==> config.mk <==
export PLATFORM = sky130hd
export DESIGN_NAME = hpack_unit
export DESIGN_NICKNAME = d
export VERILOG_FILES = /design/src/rtl/hpack_unit.sv
export SDC_FILE = /design/constraint.sdc
export NUM_CORES = 1
export LEC_CHECK = 0
export BUFFER_PORTS_ARGS = -buffer_cell sky130_fd_sc_hd__buf_2
export CAP_MARGIN = 20
export CORE_UTILIZATION = 50
export DETAILED_ROUTE_END_ITERATION = 10
export HOLD_SLACK_MARGIN = 0.15
export PLACE_DENSITY = 0.9
export SETUP_SLACK_MARGIN = 0.4
export SLEW_MARGIN = 30
export SYNTH_ARGS = -nofsm -noshare
export SYNTH_HDL_FRONTEND = slang
export SYNTH_SLANG_ARGS = --single-unit
==> constraint.sdc <==
create_clock -name clk -period 5.2 [get_ports clk]
set_clock_uncertainty 0.2 [all_clocks]
set_input_delay 1.04 -clock clk [delete_from_list [all_inputs] [get_ports clk]]
set_output_delay 1.04 -clock clk [all_outputs]
set_load 0.01 [all_outputs]
==> src/rtl/hpack_unit.sv <==
module hpack_unit #(
  parameter int W = 32
) (
  input  logic                 clk,
  input  logic                 rst,
  input  logic                 in_valid,
  input  logic [1:0]           mode,
  input  logic [W-1:0]         op_a,
  input  logic [W-1:0]         op_b,
  input  logic [W-1:0]         dst,
  input  logic [$clog2(W)-1:0] shamt,
  output logic                 out_valid,
  output logic [W-1:0]         result
);
  localparam int H = W / 2;

  logic [W-1:0] lsh;
  logic [W-1:0] rsh;
  logic [W-1:0] packed_w;

  assign lsh = op_b << shamt;
  assign rsh = (shamt == '0) ? {W{op_b[W-1]}} : W'($signed(op_b) >>> shamt);

  always_comb begin
    unique case (mode)
      2'b00:   packed_w = {lsh[H-1:0], op_a[H-1:0]};
      2'b01:   packed_w = {op_a[H-1:0], rsh[H-1:0]};
      default: packed_w = {op_b[H-1:0], dst[H-1:0]};
    endcase
  end

  always_ff @(posedge clk) begin
    if (rst) begin
      out_valid <= 1'b0;
      result    <= '0;
    end else begin
      out_valid <= in_valid;
      if (in_valid) result <= packed_w;
    end
  end
endmodule


Word level (Yosys, flattened, before mapping)
Cells that the tools add are included.

storage, ports and cells
  input port bits = 106
  logic and storage cells = 9
  output and inout port bits = 33
  register bits = 33

operators by class
  muxes and demuxes = 2
  equality and inequality tests = 1
  reductions and logical operators = 2
  shift operators = 2

operator list
  operator                                                         number
  32-bit case mux with 2 select lines                              1
  32-bit by 5-bit left shift with 16-bit output                    1
  32-bit by 5-bit >>> shifter with 16-bit output                   1
  16-bit two-way mux                                               1
  5-bit logical NOT                                                1
  2-bit by 1-bit == test with 1-bit output, second input constant  1
  2-bit logical NOT                                                1

Logic depth before layout (Yosys ltp)
  depth in word-level cells = 3
  depth in mapped cells = 9
  gate-level depth less buffers = 5

Worst setup path before layout
No wires, ideal clock.

  path kind = input to register
  start = input port shamt[0]
  end = register result[31]
  path buffers = 3
  slack = 2.352 ns
  stages on the path = 7
  data arrival time = 2.516 ns
  path through = buf_6 -> buf_12 -> buf_6 -> mux2_2 -> mux4_2 -> a221oi_1 -> nor3_1

between the ends
  longest elaborated chain between the ends = 2

RTL lines
  element                                        RTL line  source
  from (decl)                                    11        input logic [$clog2(W)-1:0] shamt,
  32-bit by 5-bit left shift with 16-bit output  21        assign lsh = op_b << shamt;
  32-bit case mux with 2 select lines            25        unique case (mode)
  to (signal assigned)                           38        if (in_valid) result <= packed_w;
  to (decl)                                      13        output logic [W-1:0] result

Every way passes these cells.
A chain may end at the register's enable or synchronous reset.

Worst setup path in the final report
  start = input port shamt[2]
  end = register result[11]

between the ends
  longest elaborated chain between the ends = 3

RTL lines
  element                                                                              RTL line  source
  32-bit by 5-bit >>> shifter with 16-bit output or 5-bit logical NOT (tied branches)  22        assign rsh = (shamt == '0) ? {W{op_b[W-1]}} : W'($signed(op_b) >>> shamt);
  16-bit two-way mux (*)                                                               22
  32-bit case mux with 2 select lines (*)                                              25

Every way passes the cells marked *; elsewhere a longest branch is shown, timed or not.

==> results.yml <==
status:
  status: "finished clean"
logic_synthesis:
  synth_area_leaders: "dfxtp_1, mux2i_1, mux2_2"
  yosys.area.top_type: "dfxtp_1"
  synth.avg_cell_area_um2: 8.30
  synth_cells: 486
  yosysSeqAreaShare_pct: 16.4
  ys_ff_latch: 33
  ys_types: 59
  synth_flop_cell: "dfxtp_1"
  synth_area_um2: 4030
  synth_edf_count: 0
  synth_common_cells: "nor2_1, mux2i_1, dfxtp_1, mux2_2, nand2_1"
  yosysMostFrequentCell: "nor2_1"
  syn-num-nets: 592
  yosys.area.top_type_share_pct: 16.4
  yosys_warnings: 0
  async_flop_share_pct: 0
global_routing:
  grt_pass1_wl_um: 23400
  grt_usage_pct: 35.7
  antenna_found_initial: 0
  grt_pass1_vias: 4452
  grt_max_degree: 52
  grt_remaining_overflow: 0
critical_path:
  timing.rr.end: "result[9]$_SDFFE_PP0P_"
  path_buf_inv: 2
  reg2reg_from: "result[9]$_SDFFE_PP0P_"
  crit_path_top_delay_cell: "buf_2"
  r2r_cells: 2
  ff2ff_setup_slack_ns: 4.05
  worstPathCellList: "buf_2, buf_4, nand2_1, o22ai_1, a2111oi_0, a211o_1, a2111oi_0"
  cp_max_fo: 35
  crit_arrival_ns: 3.25
  worstSetupPathType: "in -> reg"
  cp-start-kind: "input pin"
  critical_path.top_delay_family: "compound AO/OA/AOI/OAI gates"
  critPathCaptureType: "flop"
  worstPathRequired_ns: 5.17
  cpMostUsedCell: "a2111oi_0"
  cpPeakStageDelay_ns: 0.52
clock_tree:
  clockRootBuffer: "clkbuf_8"
  ctsResizeCount: 0
  numClockSinks: 33
  insertion_delay_ns: 0.29
  clock_tree.buffer_depth: 2
  postCtsHoldBufs: 0
  cts_setup_buffers: 0
  ctsHtreeMaxLevel: 2
  cts_made_buffers: 5
  cts_tree: "built"
  clkTransAtPathRegs_ns: 0.07
placed_design:
  io_buffers: 106
  dpl.hpwl_um: 11400
  place_congestion: 0.989
worst_hold_path:
  worstHoldStart: "result[31]$_SDFFE_PP0P_"
  hold_path_end: "result[31]$_SDFFE_PP0P_"
  min_path_type: "reg -> reg"
  hold_depth: 2
sta:
  rsz0062_at_grt: "false"
  fmax_mhz: 305
  tightest_slew_ns: 0.812
  setup_viol: 0
  period_share_pct: 63.1
  slew-limit-headroom_pct: 45.6
  maxSlewViolCount: 0
  hold_viol: 0
  setup_tns_ns: 0
  min_period_ns: 3.28
route:
  wl_per_cell_um: 23.2
  drt-total-wl_um: 15200
  ant_nets: 0
  num_vias: 4706
  drtPass1Iterations: 7
  vias_per_cell: 7.17
  route.detailed.drc: 0
  dr.first_iter.drc_count: 534
layout:
  n_antenna_cell: 0
  drive_gt1_share_pct: 31.6
  n_fill_cell: 730
  area_delta_synth_final_pct: 12.7
  final_core_util_pct: 58.5
  layout.nets: 659
  regArea_um2: 661
  multi_input_area_um2: 3080
pwr:
  power_density_nw_per_um2: 191
  worst_ir_drop_vdd_mv: 0.167
  power_leakage_nw: 1.85
flow_run:
  cap_violations: 0
floorplanning:
  fp.dieH_um: 91.8
  fp.dieArea_um2: 8430
  die_x_um: 91.8
  start_util_pct: 51.9
  io_pins: 139
  num_rows: 32
  core_um2: 7770
cell usage in the layout (no fill, tap or decap), drive strengths merged, types with 2 or more instances in the layout:
cell type,count
buf,110
nor2,58
mux2i,44
mux2,33
dfxtp,33
nand2,32
o22ai,24
a211oi,22
a221oi,21
o21ai,20
nor3,19
mux4,18
a221o,13
a2111oi,10
a21oi,9
nor2b,7
inv,7
nand2b,6
o211ai,6
clkbuf,6
nor4,5
or2,4
nand3,4
a22oi,4
a222oi,3
a311oi,3
a211o,3
and2,2
o2bb2ai,2
o41ai,2
a21boi,2
o31ai,2
a31oi,2
clkinv,2
sequential cells by signal, summed over array words and instances, names as in the netlist:
name and flops:
out_valid 1, result 32
stage by stage:
step	hold slack [ns]	setup WS, ns	power [W]	std cells	instance area, µm²
floorplan	0.290	2.35	0.000541	486	4030
global placement	0.260	1.39	0.000659	648	4450
detailed placement	0.263	1.30	0.000665	648	4450
CTS	0.283	1.59	0.000855	656	4540
global route	0.294	1.75	0.000905	656	4540
finish	0.279	1.92	0.000870	656	4540
routing by layer:
metal  up-vias  part of all wire (%)  GRT usage (%)
met5         -                     0              0
met4         0                   5.2           19.4
met3        67                   8.6           5.56
met2       313                    46           57.0
met1      2249                    40           46.2
li1       2077                     -              -
worst max path at each step:
stage	cells after the start	startpoint	to	slack (ns)
3_3_place_gp	7	shamt[0]	result[9]$_SDFFE_PP0P_	1.39
6_report	7	shamt[2]	result[11]$_SDFFE_PP0P_	1.92
4_1_cts	7	shamt[0]	result[4]$_SDFFE_PP0P_	1.59
2_1_floorplan	7	shamt[0]	result[31]$_SDFFE_PP0P_	2.35
5_1_grt	7	shamt[2]	result[11]$_SDFFE_PP0P_	1.75
3_5_place_dp	7	shamt[0]	result[4]$_SDFFE_PP0P_	1.30
final cells by class:
cell class	instances	area share (%)
inverter	7	0.578
clock buffer	6	1.60
multi-input combinational	396	67.8
clock inverter	2	0.220
sequential	33	14.5
tap	102	2.81
timing repair buffer	110	12.4
kinds of logic (layout without fill, tap and decap cells):
| kind of cell | Yosys count | after routing | synth area share (%) |
|---|---|---|---|
| simple gates | 140 | 140 | 15.6 |
| flops | 33 | 33 | 16.4 |
| mux | 95 | 95 | 30.5 |
| buf+inv | 57 | 125 | 7.26 |
| compound gates | 161 | 161 | 30.3 |
tightest hold or removal path, stage by stage, from the launching register on:
cell and delay, ns:
dfxtp_1 0.31, nor2_1 0.08, nor3_1 0.05
report_power, final:
group	internal, W	switching (W)	leakage, nW
Combinational	0.000159	0.000230	1.54
Clock	0.0000929	0.000105	0.0450
Sequential	0.000273	0.0000101	0.274
Total	0.000525	0.000345	1.85
No activity file was read; power rests on OpenSTA's default activity.
